<file path="src/rtl/pku_pkg.sv">
package pku_pkg;
    localparam int KEY_W   = 7;
    localparam int REF_BIT = 2;
    localparam int CHG_BIT = 1;

    typedef enum logic [1:0] {
        KS_IDLE,
        KS_FETCH,
        KS_OVERLAP,
        KS_COMMIT
    } key_state_t;
endpackage

</file>
<file path="src/rtl/pku_reloc.sv">
module pku_reloc #(
    parameter int ADDR_W   = 22,
    parameter int LEN_W    = 14,
    parameter int WIN_BITS = 13
) (
    input  logic [ADDR_W-1:0] real_addr,
    input  logic [LEN_W-1:0]  req_len,
    input  logic [ADDR_W-1:0] prefix,
    input  logic [ADDR_W-1:0] mem_size,
    output logic [ADDR_W-1:0] abs_addr,
    output logic [LEN_W-1:0]  clip_len,
    output logic              in_range
);
    localparam int HI_W = ADDR_W - WIN_BITS;
    localparam logic [LEN_W-1:0] WIN_LEN = LEN_W'(1) << WIN_BITS;

    logic [ADDR_W-1:0] pfx_base;
    logic              hit_low;
    logic              hit_pfx;
    logic [LEN_W-1:0]  remain;

    // Prefix is 8 KB aligned by construction of the base.
    assign pfx_base = {prefix[ADDR_W-1:WIN_BITS], {WIN_BITS{1'b0}}};
    assign hit_low  = (real_addr[ADDR_W-1:WIN_BITS] == HI_W'(0));
    assign hit_pfx  = (real_addr[ADDR_W-1:WIN_BITS] == prefix[ADDR_W-1:WIN_BITS]);
    assign remain   = WIN_LEN - LEN_W'(real_addr[WIN_BITS-1:0]);

    always_comb begin
        abs_addr = real_addr;
        clip_len = req_len;
        if (hit_low) begin
            abs_addr = pfx_base + real_addr;
            clip_len = (req_len > remain) ? remain : req_len;
        end else if (hit_pfx) begin
            abs_addr = real_addr - pfx_base;
            clip_len = (req_len > remain) ? remain : req_len;
        end
    end

    assign in_range = (abs_addr < mem_size);
endmodule

</file>
<file path="src/rtl/pku_key_fsm.sv">
module pku_key_fsm
    import pku_pkg::*;
#(
    parameter int PAGE_W = 10
) (
    input  logic              clk,
    input  logic              rst_n,
    input  logic              upd_valid,
    input  logic [PAGE_W-1:0] upd_page,
    input  logic [KEY_W-1:0]  upd_mask,
    output logic [PAGE_W-1:0] key_raddr,
    input  logic [KEY_W-1:0]  key_rdata,
    output logic              key_we,
    output logic [PAGE_W-1:0] key_waddr,
    output logic [KEY_W-1:0]  key_wdata
);
    key_state_t state, state_nx;

    logic [PAGE_W-1:0] s1_page, s2_page;
    logic [KEY_W-1:0]  s1_mask, s2_mask;
    logic              fwd_hit;
    logic [KEY_W-1:0]  fwd_key;
    logic              s1_busy, s2_busy;

    assign s1_busy = (state == KS_FETCH) || (state == KS_OVERLAP);
    assign s2_busy = (state == KS_OVERLAP) || (state == KS_COMMIT);

    always_ff @(posedge clk) begin
        if (!rst_n) state <= KS_IDLE;
        else        state <= state_nx;
    end

    always_comb begin
        state_nx = state;
        unique case (state)
            KS_IDLE:    state_nx = upd_valid ? KS_FETCH   : KS_IDLE;
            KS_FETCH:   state_nx = upd_valid ? KS_OVERLAP : KS_COMMIT;
            KS_OVERLAP: state_nx = upd_valid ? KS_OVERLAP : KS_COMMIT;
            KS_COMMIT:  state_nx = upd_valid ? KS_FETCH   : KS_IDLE;
            default:    state_nx = KS_IDLE;
        endcase
    end

    always_ff @(posedge clk) begin
        if (!rst_n) begin
            s1_page <= '0;
            s1_mask <= '0;
            s2_page <= '0;
            s2_mask <= '0;
            fwd_hit <= 1'b0;
            fwd_key <= '0;
        end else begin
            if (upd_valid) begin
                s1_page <= upd_page;
                s1_mask <= upd_mask;
            end
            if (s1_busy) begin
                s2_page <= s1_page;
                s2_mask <= s1_mask;
            end
            fwd_hit <= s1_busy && s2_busy && (s1_page == s2_page);
            fwd_key <= key_wdata;
        end
    end

    always_comb begin
        key_raddr = s1_page;
        key_we    = s2_busy;
        key_waddr = s2_page;
        key_wdata = (fwd_hit ? fwd_key : key_rdata) | s2_mask;
    end


    fetch_then_write_chk: assert property (@(posedge clk) disable iff (!rst_n)
        upd_valid |=> ##1 (key_we && key_waddr == $past(upd_page, 2)));


    merge_keep_chk: assert property (@(posedge clk) disable iff (!rst_n)
        (key_we && $past(key_we) && key_waddr == $past(key_waddr))
        |-> ((key_wdata & $past(key_wdata)) == $past(key_wdata)));


    write_sets_bit_chk: assert property (@(posedge clk) disable iff (!rst_n)
        key_we |-> (key_wdata[REF_BIT] || key_wdata[CHG_BIT]));
endmodule

</file>
<file path="src/rtl/prefix_key_unit.sv">
module prefix_key_unit
    import pku_pkg::*;
#(
    parameter int ADDR_W    = 22,
    parameter int LEN_W     = 14,
    parameter int WIN_BITS  = 13,
    parameter int PAGE_BITS = 12,
    localparam int PAGE_W   = ADDR_W - PAGE_BITS
) (
    input  logic              clk,
    input  logic              rst_n,
    input  logic              req_valid,
    input  logic [ADDR_W-1:0] real_addr,
    input  logic [LEN_W-1:0]  req_len,
    input  logic [ADDR_W-1:0] prefix,
    input  logic              perm_rd,
    input  logic              perm_wr,
    input  logic [ADDR_W-1:0] mem_size,
    output logic              rsp_valid,
    output logic [ADDR_W-1:0] abs_addr,
    output logic [LEN_W-1:0]  clip_len,
    output logic              addr_exc,
    output logic [PAGE_W-1:0] key_raddr,
    input  logic [KEY_W-1:0]  key_rdata,
    output logic              key_we,
    output logic [PAGE_W-1:0] key_waddr,
    output logic [KEY_W-1:0]  key_wdata
);
    logic [ADDR_W-1:0] rel_addr;
    logic [LEN_W-1:0]  rel_len;
    logic              rel_ok;
    logic              upd_valid;
    logic [KEY_W-1:0]  upd_mask;

    pku_reloc #(
        .ADDR_W   (ADDR_W),
        .LEN_W    (LEN_W),
        .WIN_BITS (WIN_BITS)
    ) u_reloc (
        .real_addr (real_addr),
        .req_len   (req_len),
        .prefix    (prefix),
        .mem_size  (mem_size),
        .abs_addr  (rel_addr),
        .clip_len  (rel_len),
        .in_range  (rel_ok)
    );

    always_comb begin
        upd_mask          = '0;
        upd_mask[REF_BIT] = perm_rd;
        upd_mask[CHG_BIT] = perm_wr;
        upd_valid         = req_valid && rel_ok && (perm_rd || perm_wr);
    end

    always_ff @(posedge clk) begin
        if (!rst_n) begin
            rsp_valid <= 1'b0;
            abs_addr  <= '0;
            clip_len  <= '0;
            addr_exc  <= 1'b0;
        end else begin
            rsp_valid <= req_valid;
            if (req_valid) begin
                abs_addr <= rel_addr;
                clip_len <= rel_len;
                addr_exc <= !rel_ok;
            end
        end
    end

    pku_key_fsm #(
        .PAGE_W (PAGE_W)
    ) u_key (
        .clk       (clk),
        .rst_n     (rst_n),
        .upd_valid (upd_valid),
        .upd_page  (rel_addr[ADDR_W-1:PAGE_BITS]),
        .upd_mask  (upd_mask),
        .key_raddr (key_raddr),
        .key_rdata (key_rdata),
        .key_we    (key_we),
        .key_waddr (key_waddr),
        .key_wdata (key_wdata)
    );


    rsp_follow_chk: assert property (@(posedge clk) disable iff (!rst_n)
        rsp_valid == $past(req_valid));


    clip_bound_chk: assert property (@(posedge clk) disable iff (!rst_n)
        rsp_valid |-> clip_len <= $past(req_len));


    exc_nowrite_chk: assert property (@(posedge clk) disable iff (!rst_n)
        (rsp_valid && addr_exc) |=> !key_we);


    low_map_chk: assert property (@(posedge clk) disable iff (!rst_n)
        (rsp_valid && $past(real_addr[ADDR_W-1:WIN_BITS]) == '0)
        |-> abs_addr[WIN_BITS-1:0] == $past(real_addr[WIN_BITS-1:0]));
endmodule

</file>
<file path="config.mk">
export PLATFORM = sky130hd
export DESIGN_NAME = prefix_key_unit
export DESIGN_NICKNAME = d
export VERILOG_FILES = /design/src/rtl/pku_pkg.sv /design/src/rtl/pku_reloc.sv /design/src/rtl/pku_key_fsm.sv /design/src/rtl/prefix_key_unit.sv
export SDC_FILE = /design/constraint.sdc
export NUM_CORES = 1
export LEC_CHECK = 0
export CAP_MARGIN = 40
export CORE_MARGIN = 2
export CORE_UTILIZATION = 42
export DETAILED_ROUTE_END_ITERATION = 6
export GPL_TIMING_DRIVEN = 1
export PLACE_DENSITY = 0.74
export SKIP_LAST_GASP = 1
export SYNTH_ARGS = -nofsm -noshare
export SYNTH_HDL_FRONTEND = slang
export SYNTH_SLANG_ARGS = --single-unit
</file>
<file path="constraint.sdc">
create_clock -name clk -period 5.6 [get_ports clk]
set_input_delay 1.12 -clock clk [delete_from_list [all_inputs] [get_ports clk]]
set_output_delay 1.12 -clock clk [all_outputs]
set_load 0.02 [all_outputs]
</file>
==> flow_metrics.env <==
export IMPL_drt_iter0_markers=187
export IMPL_synth_compound_area_share_pct=16.40
export IMPL_ff2ff_path_depth=4
export IMPL_ys_seq_area_share_pct=29.80
export IMPL_path_class="in2reg"
export IMPL_pin_count=158
export IMPL_worst_path_max_fanout=13
export IMPL_die_h_um=111.3
export IMPL_start_util_pct=42.73
export IMPL_slew_limit_headroom_pct=52.22
export IMPL_syn_area_mm2=0.004837
export IMPL_yosysUniqueCellTypes=60
export IMPL_path_clk_slew_ns=0.06
export IMPL_status="finished clean"
export IMPL_reg2reg_slack_ns=4.04
export IMPL_synthTopCellsByArea="dfxtp_1 (30%), ha_1 (14%), mux2i_1 (8.9%), nor2b_1 (6.1%), inv_1 (3.4%)"
export IMPL_syn_nets=693
export IMPL_p_leak_uw=0.002968
export IMPL_cts_buffer_depth=2
export IMPL_synth_top_family_by_area="simple AND/OR/NAND/NOR gates"
export IMPL_drt_total_wl_um=13200
export IMPL_seq_area_mm2=0.001441
export IMPL_synthMuxAreaShare_pct=10.06
export IMPL_setup_viol=0
export IMPL_port_buffers=144
export IMPL_final_hold_viol_count=0
export IMPL_wl_per_cell_um=15.83
export IMPL_startpoint="prefix[15]"
export IMPL_peakVddDrop_mv=0.2048
export IMPL_rsz0062_at_grt="no"
export IMPL_synthSimpleGateAreaFrac_pct=18.57
export IMPL_grt_pass1_wl_um=21420
export IMPL_antenna_cells=0
export IMPL_fin_skew_ns=0.004000
export IMPL_syn2layout_area_growth_pct=39.50
export IMPL_yosys_area_top_type_share_pct=29.80
export IMPL_die_w_um=111.3
export IMPL_drc=0
export IMPL_critical_path_startpoint_type="input port"
export IMPL_synth_adder_area_share_pct=14.80
export IMPL_fmax_mhz=195.9
export IMPL_rr_startpoint="u_key.state[0]"
export IMPL_post_dp_hpwl_um=10180
export IMPL_syn_inst=545
export IMPL_fin_util_pct=59.60
export IMPL_grt_max_degree=56
export IMPL_yosys_area_top_type="dfxtp_1"
export IMPL_ant_nets=0
export IMPL_setup_tns_ns=0
export IMPL_via_count=4378
export IMPL_multi_input_area_mm2=0.003113
export IMPL_ys_seq_elements=72
export IMPL_routed_via_density=5.249
export IMPL_placed_area_mm2=0.006437
export IMPL_whs_ns=0.4763
export IMPL_p_per_area_mw_per_mm2=257.4
export IMPL_clk_latency_ns=0.33
export IMPL_crit_end="u_key.state[0]"
export IMPL_period_needed_ns=5.105
export IMPL_die_area_mm2=0.01239
export IMPL_slew_violations=0
export IMPL_cts_setup_buffers=0
export IMPL_layout_drive_gt1_share_pct=6.946
export IMPL_cap_violations=0
export IMPL_synth_edf_count=0
export IMPL_place_gp_congestion=0.8740
export IMPL_avgSynthCellArea_um2=8.875
export IMPL_grt_overflow=0
export IMPL_hold_class="reg2reg"
export IMPL_finalNetCount=835
export IMPL_cts_num_sinks=72
export IMPL_async_flop_share_pct=0
export IMPL_worstMarginPinSlew_ns=0.7167
export IMPL_cp_required_ns=5.83
export IMPL_antenna_found_initial=0
export IMPL_worstSetupEndpointType="register"
export IMPL_grt_pass1_vias=4374
export IMPL_design_area_mm2=0.006748
export IMPL_grt_usage_pct=21.14
export IMPL_cts_resized=0
export IMPL_synthXorXnorAreaFrac_pct=4.527
export IMPL_tritoncts="done"
export IMPL_drt_pass1_iter_count=4
export IMPL_fill_cells=1016
export IMPL_finalCritPeriodShare_pct=91.16
export IMPL_synthFlopType="dfxtp_1"
export IMPL_rows=39
export IMPL_yosys_warnings=0
export IMPL_reg2reg_to="u_key.key_waddr[6]"
export IMPL_arrival_ns=5.34
export IMPL_ctsHtreeMaxLevel=3
export IMPL_core_area_mm2=0.01132
export IMPL_cts_hold_buf=0
export IMPL_cts_buffers=9
export IMPL_cts_root_buf="clkbuf_16"
-- sequential cells by signal, summed over array words and instances, names as in the netlist --
register	cells
abs_addr	22
u_key.fwd_key	7
u_key.fwd_hit	1
clip_len	14
u_key.key_raddr	10
u_key.state	2
rsp_valid	1
addr_exc	1
u_key.key_waddr	10
u_key.s2_mask	2
u_key.s1_mask	2
-- final cells by class --
class / count / area share, %
clock buffers: 10 / 3.393
clock inverters: 5 / 1.205
inverters: 44 / 2.448
multi-input cells: 405 / 46.13
flip-flops and latches: 72 / 21.36
well taps: 143 / 2.652
repair buffers: 155 / 22.81
-- worst max-delay path, cell delays in order --
cell and delay [ns]:
clkdlybuf4s50_1 0.49, inv_1 0.05, ha_1 0.37, nand2b_1 0.20, a221oi_1 0.42, o22ai_1 0.15
xnor2_1 0.17, a221o_2 0.43, ha_1 0.33, nand4_1 0.18, nor4_1 0.38, or3b_1 0.41
o2111a_1 0.19, buf_12 0.16, xnor2_1 0.11, and2_1 0.17
-- metal layers --
layer	up-vias	GRT usage, %	routed length [µm]	part of all wire [%]
met5	-	0	0	0
met2	139	37.03	6361	48
li1	2198	-	-	-
met4	0	7.901	313	2.4
met1	2018	26.25	5901	45
met3	23	3.226	625	4.7
-- kinds of logic (layout without fill, tap and decap cells) --
logic type                 after synthesis  in the layout
and+or+nand+nor                        160            160
AOI/OAI and AO/OA                      116            116
DFF                                     72             72
buffers and inverters                   68            214
adders and majority gates               56             56
muxes                                   48             48
xor gates and xnor gates                25             25
-- report_power, final --
group	switching [µW]	total (µW)	internal [µW]	leakage [µW]
clock network	218	606	388	0.000149
registers	31.5	589	558	0.000593
logic	266	542	275	0.00223
total	516	1740	1220	0.00297
-- synthesized netlist by cell type (5+ instances only) --
library cell and count:
a21o_1 6, a21oi_1 31, a221oi_1 6, and2_1 10
and3_1 5, clkbuf_1 18, dfxtp_1 72, ha_1 54
inv_1 44, mux2_2 5, mux2i_1 43, nand2_1 34
nand3_1 6, nand4_1 7, nor2_1 18, nor2b_1 47
nor3_1 8, o21a_1 12, o21ai_0 28, xnor2_1 13
xor2_1 12
-- layout by cell type (no fill, tap or decap), types with 3 or more instances in the layout --
master | netlist | layout
nand2_1 | 34 | 34
mux2i_1 | 43 | 43
and2_1 | 10 | 10
nor3_1 | 8 | 8
or4_1 | 3 | 3
clkdlybuf4s50_1 | 0 | 142
inv_1 | 44 | 44
a211oi_1 | 4 | 4
o21ai_0 | 28 | 28
ha_1 | 54 | 54
nor2_1 | 18 | 18
xnor2_1 | 13 | 13
nand3_1 | 6 | 6
o21a_1 | 12 | 12
xor2_1 | 12 | 12
nor4_1 | 4 | 4
a21oi_1 | 31 | 31
o22ai_1 | 4 | 4
nand2b_1 | 3 | 3
a21o_1 | 6 | 6
clkbuf_16 | 0 | 9
buf_4 | 2 | 9
a221oi_1 | 6 | 6
dfxtp_1 | 72 | 72
nor2b_1 | 47 | 47
and3_1 | 5 | 5
nand4_1 | 7 | 7
mux2_2 | 5 | 5
-- how the worst min path moves through the flow --
| stage | start | end | slack [ns] | cells after the start |
|---|---|---|---|---|
| 6_report | u_key.s1_mask[1] | u_key.s1_mask[1] | 0.48 | 2 |
| 3_5_place_dp | addr_exc | addr_exc | 0.47 | 1 |
| 3_3_place_gp | u_key.s1_mask[2] | u_key.s1_mask[2] | 0.45 | 2 |
| 5_1_grt | u_key.s1_mask[1] | u_key.s1_mask[1] | 0.49 | 2 |
| 2_1_floorplan | u_key.s1_mask[2] | u_key.s1_mask[2] | 0.43 | 2 |
| 4_1_cts | u_key.s1_mask[1] | u_key.s1_mask[1] | 0.48 | 2 |
-- per-stage QoR --
stage | total power (µW) | cells | setup slack [ns]
finish | 1737 | 834 | 0.4950
global route | 1826 | 834 | 0.2690
CTS | 1748 | 834 | 0.5471
detailed placement | 1141 | 819 | 0.2013
global placement | 1128 | 818 | 0.2270
floorplan | 923.8 | 545 | 0.9871
Note: power is estimated with default switching activity, not from simulation.
